## src/rtl/dmc_pkg.sv

```systemverilog
package dmc_pkg;

    // action the accumulate stage takes for the sample reaching it
    typedef enum logic {
        ACT_LOAD = 1'b0,
        ACT_ADD  = 1'b1
    } acc_act_e;

endpackage

```

## src/rtl/dmc_delay.sv

```systemverilog
module dmc_delay #(
    parameter int W     = 1,
    parameter int DEPTH = 1
) (
    input  logic         clk,
    input  logic         rst_n,
    input  logic [W-1:0] d,
    output logic [W-1:0] q
);
    logic [DEPTH-1:0][W-1:0] stg;

    generate
        if (DEPTH == 1) begin : g_one
            always_ff @(posedge clk or negedge rst_n) begin
                if (!rst_n) stg <= '0;
                else        stg <= d;
            end
        end else begin : g_many
            always_ff @(posedge clk or negedge rst_n) begin
                if (!rst_n) stg <= '0;
                else        stg <= {stg[DEPTH-2:0], d};
            end
        end
    endgenerate

    assign q = stg[DEPTH-1];
endmodule

```

## src/rtl/dmc_products.sv

```systemverilog
module dmc_products #(
    parameter int OP_W  = 12,
    parameter int SUM_W = 24
) (
    input  logic                    clk,
    input  logic                    rst_n,
    input  logic signed [OP_W-1:0]  a,
    input  logic signed [OP_W-1:0]  b,
    input  logic signed [OP_W-1:0]  c,
    input  logic signed [OP_W-1:0]  d,
    input  logic                    neg1,
    input  logic                    neg2,
    output logic signed [SUM_W-1:0] sum_s3
);
    localparam int P_W = 2 * OP_W;

    logic signed [OP_W-1:0] a_q, b_q, c_q, d_q;
    logic                   n1_q, n2_q, n1_p, n2_p;
    logic signed [P_W-1:0]  p1, p2;
    logic signed [SUM_W-1:0] e1, e2, t1, t2;

    // stage 1: capture operands and sign controls
    always_ff @(posedge clk or negedge rst_n) begin
        if (!rst_n) begin
            a_q <= '0; b_q <= '0; c_q <= '0; d_q <= '0;
            n1_q <= 1'b0; n2_q <= 1'b0;
        end else begin
            a_q <= a; b_q <= b; c_q <= c; d_q <= d;
            n1_q <= neg1; n2_q <= neg2;
        end
    end

    // stage 2: multiply
    always_ff @(posedge clk or negedge rst_n) begin
        if (!rst_n) begin
            p1 <= '0; p2 <= '0; n1_p <= 1'b0; n2_p <= 1'b0;
        end else begin
            p1 <= a_q * b_q;
            p2 <= c_q * d_q;
            n1_p <= n1_q;
            n2_p <= n2_q;
        end
    end

    always_comb begin
        e1 = SUM_W'(p1);
        e2 = SUM_W'(p2);
        t1 = n1_p ? -e1 : e1;
        t2 = n2_p ? -e2 : e2;
    end

    // stage 3: signed sum
    always_ff @(posedge clk or negedge rst_n) begin
        if (!rst_n) sum_s3 <= '0;
        else        sum_s3 <= t1 + t2;
    end

    // zero operands in both pairs give a zero sum two clocks later
    a_r2_zero_products: assert property (@(posedge clk) disable iff (!rst_n)
        ((a_q == 0 || b_q == 0) && (c_q == 0 || d_q == 0)) |=> ##1 (sum_s3 == 0));

    // with both products equal, opposite signs cancel
    a_r3_opposite_cancel: assert property (@(posedge clk) disable iff (!rst_n)
        (p1 == p2 && n1_p != n2_p) |=> (sum_s3 == 0));
endmodule

```

## src/rtl/dmc_accum.sv

```systemverilog
module dmc_accum
    import dmc_pkg::*;
#(
    parameter int ACC_W = 24,
    parameter int CAS_W = 16
) (
    input  logic                    clk,
    input  logic                    rst_n,
    input  logic signed [ACC_W-1:0] sum_s3,
    input  logic                    rnd_s3,
    input  logic                    acc_s3,
    input  logic [CAS_W-1:0]        cas_s1,
    input  logic                    skip_s1,
    input  logic                    fast_s1,
    input  logic [CAS_W-1:0]        cas_s4,
    input  logic                    skip_s4,
    input  logic                    fast_s4,
    output logic [ACC_W-1:0]        total
);
    localparam int SHIFT   = ACC_W - CAS_W;
    localparam int RND_BIT = SHIFT - 1;

    logic [ACC_W-1:0] r_s4, x_s5, round_add, slow_term, fast_term;
    logic             acc_s4, acc_s5;
    acc_act_e         act;

    always_comb begin
        round_add = (rnd_s3 && !acc_s3) ? (ACC_W'(1) << RND_BIT) : '0;
        slow_term = (!fast_s4 && !skip_s4) ? (ACC_W'(cas_s4) << SHIFT) : '0;
        fast_term = (fast_s1 && !skip_s1) ? (ACC_W'(cas_s1) << SHIFT) : '0;
    end

    // stage 4: rounding on the first term of a run only
    always_ff @(posedge clk or negedge rst_n) begin
        if (!rst_n) begin
            r_s4 <= '0; acc_s4 <= 1'b0;
        end else begin
            r_s4   <= ACC_W'(sum_s3) + round_add;
            acc_s4 <= acc_s3;
        end
    end

    // stage 5: cascade add, from the aligned or the fast path
    always_ff @(posedge clk or negedge rst_n) begin
        if (!rst_n) begin
            x_s5 <= '0; acc_s5 <= 1'b0;
        end else begin
            x_s5   <= r_s4 + slow_term + fast_term;
            acc_s5 <= acc_s4;
        end
    end

    // stage 6: action selector
    always_comb begin
        act = acc_s5 ? ACT_ADD : ACT_LOAD;
    end

    always_ff @(posedge clk or negedge rst_n) begin
        if (!rst_n) begin
            total <= '0;
        end else begin
            unique case (act)
                ACT_LOAD: total <= x_s5;
                ACT_ADD:  total <= total + x_s5;
                default:  total <= x_s5;
            endcase
        end
    end

    // a rounded run start of a zero sum yields exactly bit 7
    a_r4_round_start: assert property (@(posedge clk) disable iff (!rst_n)
        (rnd_s3 && !acc_s3 && sum_s3 == 0) |=> (r_s4 == (ACC_W'(1) << RND_BIT)));

    // inside a run the sum passes the round stage unchanged
    a_r5_no_round_in_run: assert property (@(posedge clk) disable iff (!rst_n)
        acc_s3 |=> (r_s4 == ACC_W'($past(sum_s3))));

    // no enabled cascade word on either path leaves the term untouched
    a_r7_skip_passes: assert property (@(posedge clk) disable iff (!rst_n)
        ((skip_s4 || fast_s4) && !(fast_s1 && !skip_s1)) |=> (x_s5 == $past(r_s4)));

    // adding a zero term in a run keeps the total
    a_r6_run_holds: assert property (@(posedge clk) disable iff (!rst_n)
        (acc_s5 && x_s5 == 0) |=> $stable(total));
endmodule

```

## src/rtl/dual_mac_cascade.sv

```systemverilog
module dual_mac_cascade #(
    parameter int OP_W  = 12,
    parameter int CAS_W = 16,
    parameter int ACC_W = 24
) (
    input  logic                   clk,
    input  logic                   rst_n,
    input  logic signed [OP_W-1:0] op_a,
    input  logic signed [OP_W-1:0] op_b,
    input  logic signed [OP_W-1:0] op_c,
    input  logic signed [OP_W-1:0] op_d,
    input  logic [CAS_W-1:0]       cas_in,
    input  logic                   neg_ab,
    input  logic                   neg_cd,
    input  logic                   rnd_en,
    input  logic                   acc_en,
    input  logic                   cas_skip,
    input  logic                   cas_fast,
    output logic [ACC_W-1:0]       acc_out
);
    localparam int PROD_STAGES = 3;
    localparam int CAS_LATE    = PROD_STAGES;
    localparam int CAS_REC_W   = CAS_W + 2;

    logic signed [ACC_W-1:0] sum_s3;
    logic [1:0]              ctl_s3;
    logic [CAS_REC_W-1:0]    cas_rec1, cas_rec4;

    dmc_products #(.OP_W(OP_W), .SUM_W(ACC_W)) u_prod (
        .clk(clk), .rst_n(rst_n),
        .a(op_a), .b(op_b), .c(op_c), .d(op_d),
        .neg1(neg_ab), .neg2(neg_cd),
        .sum_s3(sum_s3)
    );

    // round and accumulate controls, aligned to the sum
    dmc_delay #(.W(2), .DEPTH(PROD_STAGES)) u_ctl (
        .clk(clk), .rst_n(rst_n),
        .d({rnd_en, acc_en}), .q(ctl_s3)
    );

    // cascade record: capture stage, then alignment stages
    dmc_delay #(.W(CAS_REC_W), .DEPTH(1)) u_cas_in (
        .clk(clk), .rst_n(rst_n),
        .d({cas_fast, cas_skip, cas_in}), .q(cas_rec1)
    );

    dmc_delay #(.W(CAS_REC_W), .DEPTH(CAS_LATE)) u_cas_align (
        .clk(clk), .rst_n(rst_n),
        .d(cas_rec1), .q(cas_rec4)
    );

    dmc_accum #(.ACC_W(ACC_W), .CAS_W(CAS_W)) u_acc (
        .clk(clk), .rst_n(rst_n),
        .sum_s3(sum_s3),
        .rnd_s3(ctl_s3[1]), .acc_s3(ctl_s3[0]),
        .cas_s1(cas_rec1[CAS_W-1:0]),
        .skip_s1(cas_rec1[CAS_W]), .fast_s1(cas_rec1[CAS_W+1]),
        .cas_s4(cas_rec4[CAS_W-1:0]),
        .skip_s4(cas_rec4[CAS_W]), .fast_s4(cas_rec4[CAS_W+1]),
        .total(acc_out)
    );
endmodule

```

## config.mk

```make
export PLATFORM = sky130hd
export DESIGN_NAME = dual_mac_cascade
export DESIGN_NICKNAME = d
export VERILOG_FILES = /design/src/rtl/dmc_pkg.sv /design/src/rtl/dmc_delay.sv /design/src/rtl/dmc_products.sv /design/src/rtl/dmc_accum.sv /design/src/rtl/dual_mac_cascade.sv
export SDC_FILE = /design/constraint.sdc
export NUM_CORES = 1
export LEC_CHECK = 0
export BUFFER_PORTS_ARGS = -buffer_cell sky130_fd_sc_hd__clkbuf_2
export CAP_MARGIN = 10
export CORE_MARGIN = 1.5
export CORE_UTILIZATION = 58
export CTS_CLUSTER_SIZE = 30
export DETAILED_ROUTE_END_ITERATION = 16
export PLACE_DENSITY = 0.85
export SLEW_MARGIN = 20
export SYNTH_ARGS = -nofsm -noshare
export SYNTH_HDL_FRONTEND = slang
export SYNTH_SLANG_ARGS = --single-unit
```

## constraint.sdc

```tcl
create_clock -name clk -period 5.3 [get_ports clk]
set_clock_uncertainty 0.05 [all_clocks]
set_input_delay 1.06 -clock clk [delete_from_list [all_inputs] [get_ports clk]]
set_output_delay 1.06 -clock clk [all_outputs]
set_load 0.01 [all_outputs]
```

* After elaboration in Yosys (flattened, before gate mapping)
Index checks and enable logic that the tools add are counted.
** Storage, ports and cells
- Latch bits :: 0
- Register bits :: 276
- Input port bits :: 72
- Word-level logic and storage cells :: 47
- Memories kept :: 0
- Output and inout port bits :: 24
- Memory bits (read-only) :: 0
- Bits in writable memories :: 0
** Cells by class
- $add $sub $neg :: 7
- Multiplexer cells :: 7
- Equal/unequal tests :: 0
- Reductions and logical operators :: 7
- Shift operators :: 0
- Bitwise logic cells :: 1
- Div/mod/pow operators :: 0
- $lt $le $gt $ge :: 0
- Multipliers :: 2
** Operators with widths (count)
- $add 24x24->24 :: 5
- $mux 24 :: 4
- $mul 12x12->24 :: 2
- $neg 24->24 :: 2
- $pmux 24 s2 :: 1
- $mux 8 :: 1
- $logic_not 1->1 :: 4
- $logic_and 1x1->1 :: 3
- $mux 1 :: 1
- $not 1->1 :: 1

* Depth between registers and ports, before layout
- Word-level depth :: 5
- Depth in mapped cells :: 22
- Depth with buffers taken out :: 21

* By module
Synthesis repeated with hierarchy kept, for this count alone.
** Second synthesis, totals
- Cells, all modules :: 2208
- Area total of the unflattened synthesis :: 22843.2 um^2
** By module, submodules not included
- dmc_products :: area an instance 15915.3 um^2, sequential area each 3103.0 um^2, cells an instance 1643, instances 1
- dmc_accum :: area an instance 4825.9 um^2, sequential area each 1851.8 um^2, cells an instance 467, instances 1
- dmc_delay (u_cas_align) :: area an instance 1486.4 um^2, sequential area each 1351.3 um^2, cells an instance 72, instances 1
- dmc_delay (u_cas_in) :: area an instance 450.4 um^2, sequential area each 450.4 um^2, cells an instance 18, instances 1
- dmc_delay (u_ctl) :: area an instance 165.2 um^2, sequential area each 150.1 um^2, cells an instance 8, instances 1

* Worst setup path after synthesis
Ideal clock, no wire load.
- Path kind :: register to register
- From :: reg u_prod.a_q[11]
- To :: reg u_prod.p1[23] (netlist: u_prod.e1[23])
- Setup slack :: -0.255 ns
- Clock period less this slack :: 5.555 ns
- Required time :: 5.125 ns
- Cell stages (with the launch flop) :: 23
- Path buffers :: 1
- Setup time :: 0.125 ns
- Arrival :: 5.380 ns
- Path through :: dfrtp_1 -> clkbuf_1 -> nand2_1 -> inv_1 -> fa_1 -> inv_1 -> fa_1 -> fa_1 -> inv_1 -> fa_1 -> inv_1 -> fa_1 -> inv_1 -> ha_1 -> a21o_1 -> a21oi_1 -> nand2_1 -> o21ai_1 -> a21oi_1 -> or4_1 -> a31o_2 -> o41a_1 -> xnor2_1
** Between the ends
- Longest elaborated chain between the ends :: 1
** RTL lines
- from (decl) :: line dmc_products.sv:17 : logic signed [OP_W-1:0] a_q, b_q, c_q, d_q;
- from (signal assigned) :: line dmc_products.sv:25 : a_q <= '0; b_q <= '0; c_q <= '0; d_q <= '0;
- from (signal assigned) :: line dmc_products.sv:28 : a_q <= a; b_q <= b; c_q <= c; d_q <= d;
- $mul 12x12->24 :: line dmc_products.sv:38 : p1 <= a_q * b_q;
- to (signal assigned) :: line dmc_products.sv:38
- to (decl) :: line dmc_products.sv:19 : logic signed [P_W-1:0] p1, p2;
Every way passes these cells.

* Final worst setup path
- From :: reg u_prod.b_q[0]
- To :: reg u_prod.p1[23] (netlist: u_prod.e1[23])
** Between the ends
- Longest elaborated chain between the ends :: 1
** RTL lines (line)
- from (decl) :: dmc_products.sv:17
- from (signal assigned) :: dmc_products.sv:25
- from (signal assigned) :: dmc_products.sv:28
- $mul 12x12->24 :: dmc_products.sv:38
Every way passes these cells.

==> metrics.yaml <==
min_path:
  hold_start: "u_cas_align.stg[21]"
  hold_depth: 0
  hold_end: "u_cas_align.q[3]"
  hold_class: "flip-flop to flip-flop"
critical_path:
  worstPathMaxFanout: 6
  endpoint_kind: "flip-flop"
  r2r_end: "u_prod.e1[23]"
  rrSetupSlack_ns: -0.19
  crit_type: "flip-flop to flip-flop"
  required_ns: 5.70
  cp.arrival_ns: 5.89
  r2r-start: "u_prod.b_q[0]"
  start_kind: "flip-flop"
  worstRegToRegCells: 21
cts:
  clk_pin_slew_worst_paths_ns: 0.06
  h-tree-depth: 1
  clkLatencyLatePin_ns: 0.59
  cts_hold_repair.buffers: 0
  clockBufferDepth: 3
  cts_tree: "built"
  cts_root_buf: "clkbuf_16"
  cts_sinks: 276
  cts_buffers: 31
placement:
  io_buffers: 95
  dp_hpwl_mm: 36.8
  placed_cells: 2830
  placed_area_um2: 24200
  gp_congestion: 0.912
die:
  ioPinCount: 96
  design.die.area_um2: 39800
  start_util: 0.592
  die_y_um: 200
  die_w_um: 200
  rows: 71
  fp.coreArea_um2: 37800
grt:
  grt_max_degree: 127
  grt_usage: 0.248
  met2_usage: 0.458
  grt_pass1_wl_mm: 78.5
  top_usage_layer: "met2"
  grt_pass1_vias: 16800
  use_met1: 0.299
  grt_remaining_overflow: 0
  met3_usage: 0.0327
  antenna_found_initial: 0
synth:
  yosys.area_share.simple: 0.122
  synthFlopType: "dfrtp_1"
  synth_async_sr_flop_share: 1.00
  ys_types: 65
  postSynthAreaPerCell_um2: 10.3
  synth-compound-area-share: 0.0668
  synth-xor-area-share: 0.0614
  synth_seq_cells: 276
  syn_nets: 2703
  syn_inst: 2171
  synth-adder-area-share: 0.356
  muxShareOfSynthArea: 0.00944
  synth_area_um2: 22400
  ys_warn_count: 0
  synth_top_family_by_area: "adder cells"
  ys_seq_area_frac: 0.308
  synth_edf_count: 0
drt:
  remaining_drc_errors: 0
  firstDrtPassIters: 5
  wl_mm: 47.3
  viasPerCell: 5.36
  num_vias: 15600
  routedWlPerCell_um: 16.3
  first_iter_violations: 782
  postRouteAntennaNets: 0
layout:
  area_growth_syn_to_layout_pct: 14.2
  antennaDiodeCount: 0
  final_nets: 2901
  drive_above_1_share: 0.155
  instances_no_fill: 2905
  num-fill-cells: 2783
  final_area_um2: 25600
  finalCoreUtilization: 0.676
status:
  violations: "setup timing"
  status: "finished, violations left"
power:
  total_power_mw: 18.0
  ir_drop_v: 0.000619
  cellPowerDensity_nw_per_um2: 703
  cellLeakagePower_nw: 12.6
timing:
  slew_headroom: 0.298
  period_needed_ns: 5.49
  fmax_ghz: 0.182
  setup_tns_ns: -0.191
  drv_slew: 0
  setup_slack_ns: -0.191
  worst_pin_slew_ns: 1.05
  grt_setup_unrepaired: "true"
  post-route-period-util: 1.04
  finalHoldViolCount: 0
  setup_violations: 1
run:
  drv_cap: 0
## area by class of cell
| class | count | area (um^2) | area share |
|---|---|---|---|
| clock buffers | 44 | 865 | 0.0338 |
| clock inverters | 14 | 143 | 0.00557 |
| inverters | 395 | 1480 | 0.0579 |
| multi-input cells | 1440 | 14000 | 0.547 |
| flip-flops and latches | 276 | 6930 | 0.271 |
| well taps | 511 | 639 | 0.0250 |
| repair buffers | 225 | 1520 | 0.0595 |
## how the worst max path moves through the flow
stage	startpoint	endpoint	slack (ns)
2_1_floorplan	u_prod.a_q[10]	u_prod.e1[23]	-0.1
3_3_place_gp	u_prod.b_q[0]	u_prod.e1[23]	-0.24
3_5_place_dp	u_prod.b_q[0]	u_prod.e1[23]	-0.28
4_1_cts	u_prod.a_q[10]	u_prod.e1[23]	-0.20
5_1_grt	u_prod.b_q[0]	u_prod.e1[23]	-0.37
6_report	u_prod.b_q[0]	u_prod.e1[23]	-0.19
## synthesized netlist by cell type, drive strengths merged (3+ instances only)
library cell,count,area (um^2)
a21boi,6,45.0
inv,393,1480
o31ai,17,141
nor4,5,31.3
nand2b,18,113
o2111ai,3,26.3
nor3,18,101
or2,8,52.6
o211ai,5,37.5
dfrtp,276,6910
o31a,4,35.0
mux2,17,191
or3,15,98.8
nor2,79,304
nand2,270,1020
o21a,15,113
fa,294,5890
nand3,26,130
o21bai,8,60.1
o21ai,47,235
and3,17,106
ha,166,2080
or4,5,41.3
a31o,3,26.3
a211oi,7,52.6
o41ai,5,51.3
clkbuf,60,225
nor2b,11,68.8
and2,92,576
a21o,21,158
a21oi,61,305
xor2,25,219
a31oi,9,56.3
nand4,6,37.5
xnor2,132,1160
## power breakdown
| part | switching, mW | internal, mW |
|---|---|---|
| logic | 6.65 | 5.90 |
| registers | 0.447 | 2.89 |
| clock network | 0.867 | 1.24 |
## registers in the layout (all words and copies together), names as in the netlist, 18 cells and up
name / flops
u_cas_align.q: 18
u_prod.e1: 24
u_acc.r_s4: 24
u_prod.e2: 24
u_cas_in.q: 18
u_acc.x_s5: 24
u_prod.sum_s3: 24
u_acc.total: 24
u_cas_align.stg: 36
## placed cells by master, fill, tap and decap left out, types with 77 or more instances in the layout
| master | n |
|---|---|
| and2_1 | 89 |
| ha_1 | 156 |
| nand2_1 | 266 |
| buf_4 | 121 |
| xnor2_1 | 132 |
| nor2_1 | 77 |
| clkbuf_2 | 94 |
| fa_1 | 289 |
| dfrtp_1 | 258 |
| inv_1 | 391 |
## worst max-delay path, cell delays in order, from the launching register on
cell and delay [ns]:
dfrtp_2 0.46, nand2_2 0.08, inv_1 0.05, fa_1 0.47
inv_1 0.05, fa_1 0.48, fa_1 0.52, inv_1 0.06
fa_1 0.53, inv_1 0.05, fa_1 0.47, inv_1 0.06
ha_4 0.22, a21o_1 0.17, a21oi_2 0.16, nand2_2 0.10
o21ai_4 0.18, a21oi_2 0.08, or4_4 0.43, a31o_2 0.22
o41a_1 0.32, xnor2_1 0.13
## per-stage QoR
step,hold slack (ns),worst slack [ns]
after floorplan,0.281,-0.0968
after global routing,0.295,-0.373
after global placement,0.282,-0.236
after CTS,0.293,-0.205
final,0.291,-0.191
after detailed placement,0.285,-0.276
## cell families after synthesis
group | Yosys count
AOI/OAI and AO/OA | 227
and+or+nand+nor | 577
buffers and inverters | 455
xor gates and xnor gates | 157
adders and majority gates | 460
muxes | 19
DFF | 276
## per-layer routing
layer,wire [um],vias to the layer above
met5,0,-
li1,-,7165
met4,1740,0
met2,25300,406
met1,18400,7871
met3,1850,119
## repair_timing
action / CTS / global route
endpoints found under the setup margin: 7 / 11
buffers inserted: 8 / 10
pin swaps: 6 / 32
gates resized for setup: 17 / 57
No activity file was read; power rests on OpenSTA's default activity.
